$ cat config.mk
export PLATFORM = sky130hd
export DESIGN_NAME = irq_controller
export DESIGN_NICKNAME = d
export VERILOG_FILES = /design/src/rtl/irq_pkg.sv /design/src/rtl/irq_sync2.sv /design/src/rtl/irq_flag_reg.sv /design/src/rtl/irq_event_sync.sv /design/src/rtl/irq_controller.sv
export SDC_FILE = /design/constraint.sdc
export NUM_CORES = 1
export LEC_CHECK = 0
export ABC_AREA = 1
export BUFFER_PORTS_ARGS = -buffer_cell sky130_fd_sc_hd__buf_2
export CAP_MARGIN = 20
export CORE_MARGIN = 1.5
export CORE_UTILIZATION = 45
export CTS_CLUSTER_DIAMETER = 50
export DETAILED_ROUTE_END_ITERATION = 8
export GPL_TIMING_DRIVEN = 0
export PLACE_DENSITY_LB_ADDON = 0.25
export SLEW_MARGIN = 20
export SYNTH_ARGS = -nofsm -noshare
export SYNTH_HDL_FRONTEND = slang
export SYNTH_SLANG_ARGS = --single-unit
$ cat constraint.sdc
create_clock -name clk -period 2.5 [get_ports clk]
set_input_delay 0.375 -clock clk [delete_from_list [all_inputs] [get_ports clk]]
set_output_delay 0.375 -clock clk [all_outputs]
set_load 0.05 [all_outputs]
$ cat src/rtl/irq_pkg.sv
// Package: shared register addresses and bit positions for the interrupt controller.
// Assumes: 8-bit register port, two-bit address.
package irq_pkg;
    localparam int DW       = 8;
    localparam int CORE_N   = 3;
    localparam int PERI_N   = 4;
    localparam int GIE_BIT  = 7;
    localparam int PGE_BIT  = 6;
    localparam int CEN_LSB  = CORE_N;
    localparam logic [1:0] A_CTRL  = 2'd0;
    localparam logic [1:0] A_PFLAG = 2'd1;
    localparam logic [1:0] A_PEN   = 2'd2;
endpackage

$ cat src/rtl/irq_sync2.sv
// Module: two-flop synchronizer for a bus of asynchronous inputs.
// Assumes: each bit is independent; no bus coherency is implied.
module irq_sync2 #(
    parameter int W = 1
) (
    input  logic         clk,
    input  logic         rst_n,
    input  logic [W-1:0] d,
    output logic [W-1:0] q
);
    logic [W-1:0] meta;

    // Two-stage resampling into the clock domain.
    always_ff @(posedge clk) begin
        if (!rst_n) begin
            meta <= '0;
            q    <= '0;
        end else begin
            meta <= d;
            q    <= meta;
        end
    end
endmodule

$ cat src/rtl/irq_flag_reg.sv
// Module: a group of sticky interrupt flags.
// A write loads the flags, and a same-cycle event still sets its bit.
// Assumes: events are single-cycle synchronous pulses or levels.
module irq_flag_reg #(
    parameter int W = 4
) (
    input  logic         clk,
    input  logic         rst_n,
    input  logic         wr,
    input  logic [W-1:0] wdata,
    input  logic [W-1:0] evt,
    output logic [W-1:0] flags
);
    // Flag update: the written value OR any incoming event.
    always_ff @(posedge clk) begin
        if (!rst_n) flags <= '0;
        else        flags <= (wr ? wdata : flags) | evt;
    end

    assert_flag_latch_R3: assert property (@(posedge clk) disable iff (!rst_n)
        (evt != '0) |=> ((flags & $past(evt)) == $past(evt)));
    assert_flag_sticky_R4: assert property (@(posedge clk) disable iff (!rst_n)
        !wr |=> ((flags & $past(flags)) == $past(flags)));
endmodule

$ cat src/rtl/irq_event_sync.sv
// Module: turns the asynchronous pin and port lines into flag events.
// The pin gives an event on the selected edge. The port gives an event
// while its synchronized value differs from a copy reloaded on port reads.
// Assumes: ext_rise changes only while the pin is stable.
module irq_event_sync #(
    parameter int PORT_W = 6
) (
    input  logic              clk,
    input  logic              rst_n,
    input  logic              ext_pin,
    input  logic              ext_rise,
    input  logic [PORT_W-1:0] port_in,
    input  logic              port_rd,
    output logic              ext_evt,
    output logic              port_evt
);
    localparam int SW = PORT_W + 1;

    logic [SW-1:0]     sync_q;
    logic              ext_s;
    logic              ext_prev;
    logic [PORT_W-1:0] port_s;
    logic [PORT_W-1:0] port_copy;

    irq_sync2 #(.W(SW)) u_sync (
        .clk   (clk),
        .rst_n (rst_n),
        .d     ({ext_pin, port_in}),
        .q     (sync_q)
    );

    assign ext_s  = sync_q[PORT_W];
    assign port_s = sync_q[PORT_W-1:0];

    // Edge history for the pin and the port comparison copy.
    always_ff @(posedge clk) begin
        if (!rst_n) begin
            ext_prev  <= 1'b0;
            port_copy <= '0;
        end else begin
            ext_prev <= ext_s;
            if (port_rd) port_copy <= port_s;
        end
    end

    // Event decode: the selected pin edge, and any port mismatch.
    always_comb begin
        ext_evt  = ext_rise ? (ext_s & ~ext_prev) : (~ext_s & ext_prev);
        port_evt = |(port_s ^ port_copy);
    end

    assert_port_copy_R11: assert property (@(posedge clk) disable iff (!rst_n)
        port_rd |=> (port_copy == $past(port_s)));
endmodule

$ cat src/rtl/irq_controller.sv
// Module: top of the two-level interrupt controller.
// Holds the flag and enable registers and the global and group enables.
// Raises a one-cycle vector and push request at an instruction boundary.
// Assumes: the core samples vec_req, pushes the return address and
// loads vec_addr into the program counter in the same cycle.
module irq_controller
    import irq_pkg::*;
#(
    parameter int              PORT_W   = 6,
    parameter int              PC_W     = 13,
    parameter logic [PC_W-1:0] VEC_ADDR = 13'h0004
) (
    input  logic              clk,
    input  logic              rst_n,
    input  logic              reg_wr,
    input  logic [1:0]        reg_addr,
    input  logic [DW-1:0]     reg_wdata,
    output logic [DW-1:0]     reg_rdata,
    input  logic              ext_pin,
    input  logic              ext_rise,
    input  logic [PORT_W-1:0] port_in,
    input  logic              port_rd,
    input  logic              tmr0_ovf,
    input  logic              tmr1_ovf,
    input  logic              cmp_evt,
    input  logic              adc_done,
    input  logic              ee_done,
    input  logic              insn_boundary,
    input  logic              retfie,
    output logic              vec_req,
    output logic              push_req,
    output logic [PC_W-1:0]   vec_addr
);
    localparam int PAD = DW - PERI_N;

    logic              ext_evt, port_evt;
    logic              wr_ctrl, wr_pflag, wr_pen;
    logic [CORE_N-1:0] core_flags, core_en;
    logic [PERI_N-1:0] peri_flags, peri_en;
    logic              pge_q, gie_q, vec_q;
    logic              any_req, take;

    assign wr_ctrl  = reg_wr && (reg_addr == A_CTRL);
    assign wr_pflag = reg_wr && (reg_addr == A_PFLAG);
    assign wr_pen   = reg_wr && (reg_addr == A_PEN);

    irq_event_sync #(.PORT_W(PORT_W)) u_evt (
        .clk      (clk),
        .rst_n    (rst_n),
        .ext_pin  (ext_pin),
        .ext_rise (ext_rise),
        .port_in  (port_in),
        .port_rd  (port_rd),
        .ext_evt  (ext_evt),
        .port_evt (port_evt)
    );

    irq_flag_reg #(.W(CORE_N)) u_core_flags (
        .clk   (clk),
        .rst_n (rst_n),
        .wr    (wr_ctrl),
        .wdata (reg_wdata[CORE_N-1:0]),
        .evt   ({tmr0_ovf, port_evt, ext_evt}),
        .flags (core_flags)
    );

    irq_flag_reg #(.W(PERI_N)) u_peri_flags (
        .clk   (clk),
        .rst_n (rst_n),
        .wr    (wr_pflag),
        .wdata (reg_wdata[PERI_N-1:0]),
        .evt   ({ee_done, adc_done, cmp_evt, tmr1_ovf}),
        .flags (peri_flags)
    );

    // Request decision: an enabled flag from either level, gated at a boundary.
    always_comb begin
        any_req = |(core_flags & core_en) | (pge_q & |(peri_flags & peri_en));
        take    = insn_boundary & gie_q & any_req;
    end

    // Enable registers; the global enable gives priority to take, then return, then write.
    always_ff @(posedge clk) begin
        if (!rst_n) begin
            core_en <= '0;
            peri_en <= '0;
            pge_q   <= 1'b0;
            gie_q   <= 1'b0;
            vec_q   <= 1'b0;
        end else begin
            if (wr_ctrl) begin
                core_en <= reg_wdata[CEN_LSB +: CORE_N];
                pge_q   <= reg_wdata[PGE_BIT];
            end
            if (wr_pen) peri_en <= reg_wdata[PERI_N-1:0];
            if (take)         gie_q <= 1'b0;
            else if (retfie)  gie_q <= 1'b1;
            else if (wr_ctrl) gie_q <= reg_wdata[GIE_BIT];
            vec_q <= take;
        end
    end

    // Read mux over the three registers.
    always_comb begin
        unique case (reg_addr)
            A_CTRL:  reg_rdata = {gie_q, pge_q, core_en, core_flags};
            A_PFLAG: reg_rdata = {{PAD{1'b0}}, peri_flags};
            A_PEN:   reg_rdata = {{PAD{1'b0}}, peri_en};
            default: reg_rdata = '0;
        endcase
    end

    assign vec_req  = vec_q;
    assign push_req = vec_q;
    assign vec_addr = VEC_ADDR;

    assert_vec_clears_gie_R5: assert property (@(posedge clk) disable iff (!rst_n)
        vec_q |-> !gie_q);
    assert_vec_single_R5: assert property (@(posedge clk) disable iff (!rst_n)
        vec_q |=> !vec_q);
    assert_vec_needs_gie_R7: assert property (@(posedge clk) disable iff (!rst_n)
        $rose(vec_q) |-> ($past(gie_q) && $past(insn_boundary)));
    assert_peri_needs_group_R6: assert property (@(posedge clk) disable iff (!rst_n)
        $rose(vec_q) |-> ($past(|(core_flags & core_en)) || $past(pge_q)));
    assert_retfie_sets_gie_R9: assert property (@(posedge clk) disable iff (!rst_n)
        (retfie && !take) |=> gie_q);
endmodule

* After elaboration in Yosys (flattened, before gate mapping)
Index checks and enable logic that the tools add are counted.
Storage, ports and cells: bits in registers 38, input bits 29, output and inout port bits 23, logic and storage cells 42
Operators by class: eq/ne operators 2, mux-type cells 6, bitwise operators 14, reductions and logical operators 9
Operators by type and width (number):
- case mux 8 bit (3 select lines) | 1
- OR reduction 6 bit | 1
- bitwise XOR 6 bit | 1
- bitwise AND 1 bit | 5
- bitwise AND 4 bit | 1
- two-way mux 4 bit | 1
- bitwise OR 4 bit | 1
- OR reduction 4 bit | 1
- bitwise AND 3 bit | 1
- logical AND 1 bit | 3
- two-way mux 1 bit | 3
- two-way mux 3 bit | 1
- NOT 1 bit | 3
- bitwise OR 3 bit | 1
- OR reduction 3 bit | 1
- equality test 2 x 1 -> 1 bit, second input constant | 1
- equality test 2 bit, second input constant | 1
- logical NOT 2 bit | 1
- nonzero test 2 bit | 1
- OR reduction 2 bit | 1
- bitwise OR 1 bit | 1

* Logic depth before layout (Yosys ltp)
depth after elaboration 6, mapped depth 8, gate-level depth less buffers 8

* Modules after synthesis
Synthesis repeated with hierarchy kept, for this count alone.
Unflattened totals: cell total of the unflattened synthesis 264, area total of the unflattened synthesis 1764.2 sq um
Modules (own cells, without submodules):
- irq_controller | instances 1, cells each 105, area each 673.1 sq um, seq. area each 200.2 sq um
- irq_sync2 | instances 1, cells each 43, area each 396.6 sq um, seq. area each 280.3 sq um
- irq_event_sync | instances 1, cells each 61, area each 367.9 sq um, seq. area each 140.1 sq um
- irq_flag_reg (u_peri_flags) | instances 1, cells each 31, area each 185.2 sq um, seq. area each 80.1 sq um
- irq_flag_reg (u_core_flags) | instances 1, cells each 24, area each 141.4 sq um, seq. area each 60.1 sq um

* Worst setup path before layout
Ideal clock, no wire load.
path type input-to-output, start in reg_addr[0], end out reg_rdata[0], arrival time 1.402 ns, data required time 2.125 ns, setup slack 0.723 ns, cell stages on the path 3, buffers on the path 0, cells stage by stage inv_1 nand2_1 o211ai_1
On the way: word-level cells in the longest chain between the ends 2, elaborated cells between the ends (all ways) 4, those cells by class eq/ne (2); mux (1); reduce/logical (1)
RTL lines:
- start, declared | RTL line irq_controller.sv:16 | input logic [1:0] reg_addr,
- equality test 2 bit (tied with other cells) | RTL line irq_controller.sv:105 | unique case (reg_addr)
- case mux 8 bit (3 select lines) (*) | RTL line irq_controller.sv:105
- end, declared | RTL line irq_controller.sv:18 | output logic [DW-1:0] reg_rdata,
Mark *: on every way between the ends. The rest lies on a longest branch, timed or not.

* Worst setup path after layout
Same ends and word-level chain as after synthesis.

==> flow_metrics.py <==
metrics = {
    "timing": {
        "hold_viol_final": 0,
        "finalCriticalPeriod_ns": 1.65,
        "holdWs_ns": 0.261,
        "totalNegativeSetupSlack_ns": 0,
        "setup-violations-final": 0,
        "max_freq_ghz": 0.607,
        "skew_ns": 0.00778,
        "rsz0062_at_grt": "false",
        "layout_setup_ws_ns": 0.852,
        "slew_violations": 0,
        "fin_crit_sh_pct": 65.9,
    },
    "run_status": {
        "outcome": "complete, no violations",
    },
    "finish": {
        "n_fill_cell": 365,
        "syn2layout_area_growth_pct": 22.2,
        "final_area_sq_mm": 0.00210,
        "utilization_pct": 57.5,
        "drive_above_1_share_pct": 23.4,
        "fin_nets": 331,
        "n_antenna_cell": 0,
        "final_cells": 351,
    },
    "routing": {
        "firstDrtPassIters": 4,
        "drc": 0,
        "antenna_left": 0,
        "wl_per_cell_um": 8.86,
        "totalWireLength_mm": 3.11,
        "drtIter0Drc": 37,
        "dr_total_vias": 1482,
        "via_per_inst": 4.22,
    },
    "cts": {
        "path_clk_slew_ns": 0.07,
        "clockBufferDepth": 2,
        "cts_setup_buffers": 0,
        "root_buffer": "clkbuf_8",
        "clock-sinks": 38,
        "clk_latency_ns": 0.29,
        "tritoncts": "yes",
        "cts_resized": 0,
        "cts_htree_levels": 2,
        "cts-hold-fix-buffers": 0,
        "cts_buffers": 5,
    },
    "yosys": {
        "yosysSeqAreaShare_pct": 44.2,
        "synth-main-ff-cell": "dfxtp_1",
        "netlist_area_sq_mm": 0.00172,
        "synth_cells": 247,
        "synth-edff-count": 0,
        "ys_top_cells_by_count": "nand2_1, inv_1, dfxtp_1",
        "ys_seq_elements": 38,
        "yosysTopAreaCellShare_pct": 44.2,
        "yosysMostFrequentCell": "nand2_1",
        "ys_warn_count": 0,
        "avgSynthCellArea_sq_um": 6.97,
        "async_flop_share_pct": 0,
        "synth_top_area_cell": "dfxtp_1",
        "synth_area_leaders": "dfxtp_1, nand2_1, inv_1",
        "yosys.cell_types.count": 22,
    },
    "grt": {
        "grt_pass1_vias": 1289,
        "grt_max_degree": 13,
        "antenna_found_initial": 0,
        "grt_usage_pct": 16.5,
        "grt_pass1_wl_mm": 5.34,
        "grt_overflow": 0,
    },
    "floorplanning": {
        "dieArea_sq_mm": 0.00421,
        "start_util_pct": 47.0,
        "pin_count": 52,
        "die_x_um": 64.9,
        "core_area_sq_mm": 0.00366,
        "rows": 22,
        "chipHeight_um": 64.9,
    },
    "critical_path": {
        "cp_top_family": "buffers and inverters",
        "crit_path_start_kind": "input port",
        "timing.critical_path.buf_inv": 3,
        "cp.required_ns": 2.12,
        "critPathKind": "in2out",
        "cpMostUsedCell": "buf_2",
        "arrival_ns": 1.27,
        "critPathSlowestCell": "buf_2",
        "worstSetupEndpointType": "output pin",
        "crit_fanout": 4,
        "slowest_delay_ns": 0.30,
        "crit_chain": "buf_2, inv_1, nand2_1, o211ai_1, buf_2",
    },
    "placed_design": {
        "dp_hpwl_mm": 2.39,
        "place.port_buffers": 37,
        "dp_cells": 343,
        "dp_slack_ns": 0.843,
        "place_congestion": 0.806,
        "placed_cell_area_sq_mm": 0.00201,
    },
    "pwr": {
        "ir_drop_v": 0.000478,
        "p_leak_nw": 1.16,
        "p_per_area_mw_per_mm2": 622,
        "finalPower_mw": 1.31,
    },
    "job": {
        "maxCapViolCount": 0,
    },
    "min_path": {
        "hp-class": "in2reg",
    },
}
==> report_power, final <==
group          leakage [nW]  internal, mW  switching (mW)
Clock                0.0472         0.221           0.210
Combinational         0.802        0.0734           0.147
Sequential            0.314         0.639          0.0179
==> metal layers <==
metal	track usage [%]	wire length (um)	up-vias
met2	27.8	1470	34
met4	6.38	48	0
li1	-	-	825
met5	0	0	-
met3	5.38	175	6
met1	19.4	1420	617
==> final cells by class <==
cell class / instances / area (sq um) / area share [%]
buffer: 20 / 138 / 6.54
clock buffer: 6 / 82.6 / 3.93
clock inverter: 2 / 12.5 / 0.595
inverter: 47 / 176 / 8.39
multi-input combinational: 153 / 688 / 32.7
sequential: 38 / 761 / 36.2
tap: 48 / 60.1 / 2.86
timing repair buffer: 37 / 185 / 8.80
==> state kept, by name, indices dropped and copies added (netlist names) <==
name                flops
pge_q                   1
u_evt.ext_prev          1
peri_en                 4
u_core_flags.flags      3
u_peri_flags.flags      4
u_evt.u_sync.meta       7
gie_q                   1
u_evt.port_copy         6
push_req                1
core_en                 3
u_evt.u_sync.q          7
==> path summary, 6_finish.rpt <==
check                                            end                  start  cells after the start  slack [ns]
worst min-delay path            u_evt.u_sync.meta[5]             port_in[5]                      3        0.26
worst max register to register              push_req  u_peri_flags.flags[0]                      6        1.53
worst max-delay path                    reg_rdata[0]            reg_addr[0]                      5        0.85
worst min register to register     u_evt.u_sync.q[6]   u_evt.u_sync.meta[6]                      2        0.41
==> worst reg2reg max path, delay by kind of cell, from the launching register on <==
kind	cells	cell delay (ns)
flops	1	0.33
simple gates	5	0.34
compound gates	1	0.19
==> kinds of logic (layout without fill, tap and decap cells) <==
logic type | count (synthesis) | after routing | synth area share, %
AOI/OAI and AO/OA | 41 | 41 | 12.7
other | 2 | 13 | 0.436
DFF | 38 | 38 | 44.2
buffers and inverters | 67 | 112 | 18.2
and+or+nand+nor | 99 | 99 | 24.4
==> layout by cell type, fill, tap and decap left out, types with 3 or more instances in the layout <==
cell / count
nor2_1: 13
a21oi_1: 21
clkbuf_8: 6
dfxtp_1: 38
inv_1: 46
buf_4: 14
nand2_1: 73
buf_2: 39
nand3_1: 4
nand2_2: 3
o211ai_1: 4
o21ai_0: 14
conb_1: 13
Power figures use the tool's default switching activity.
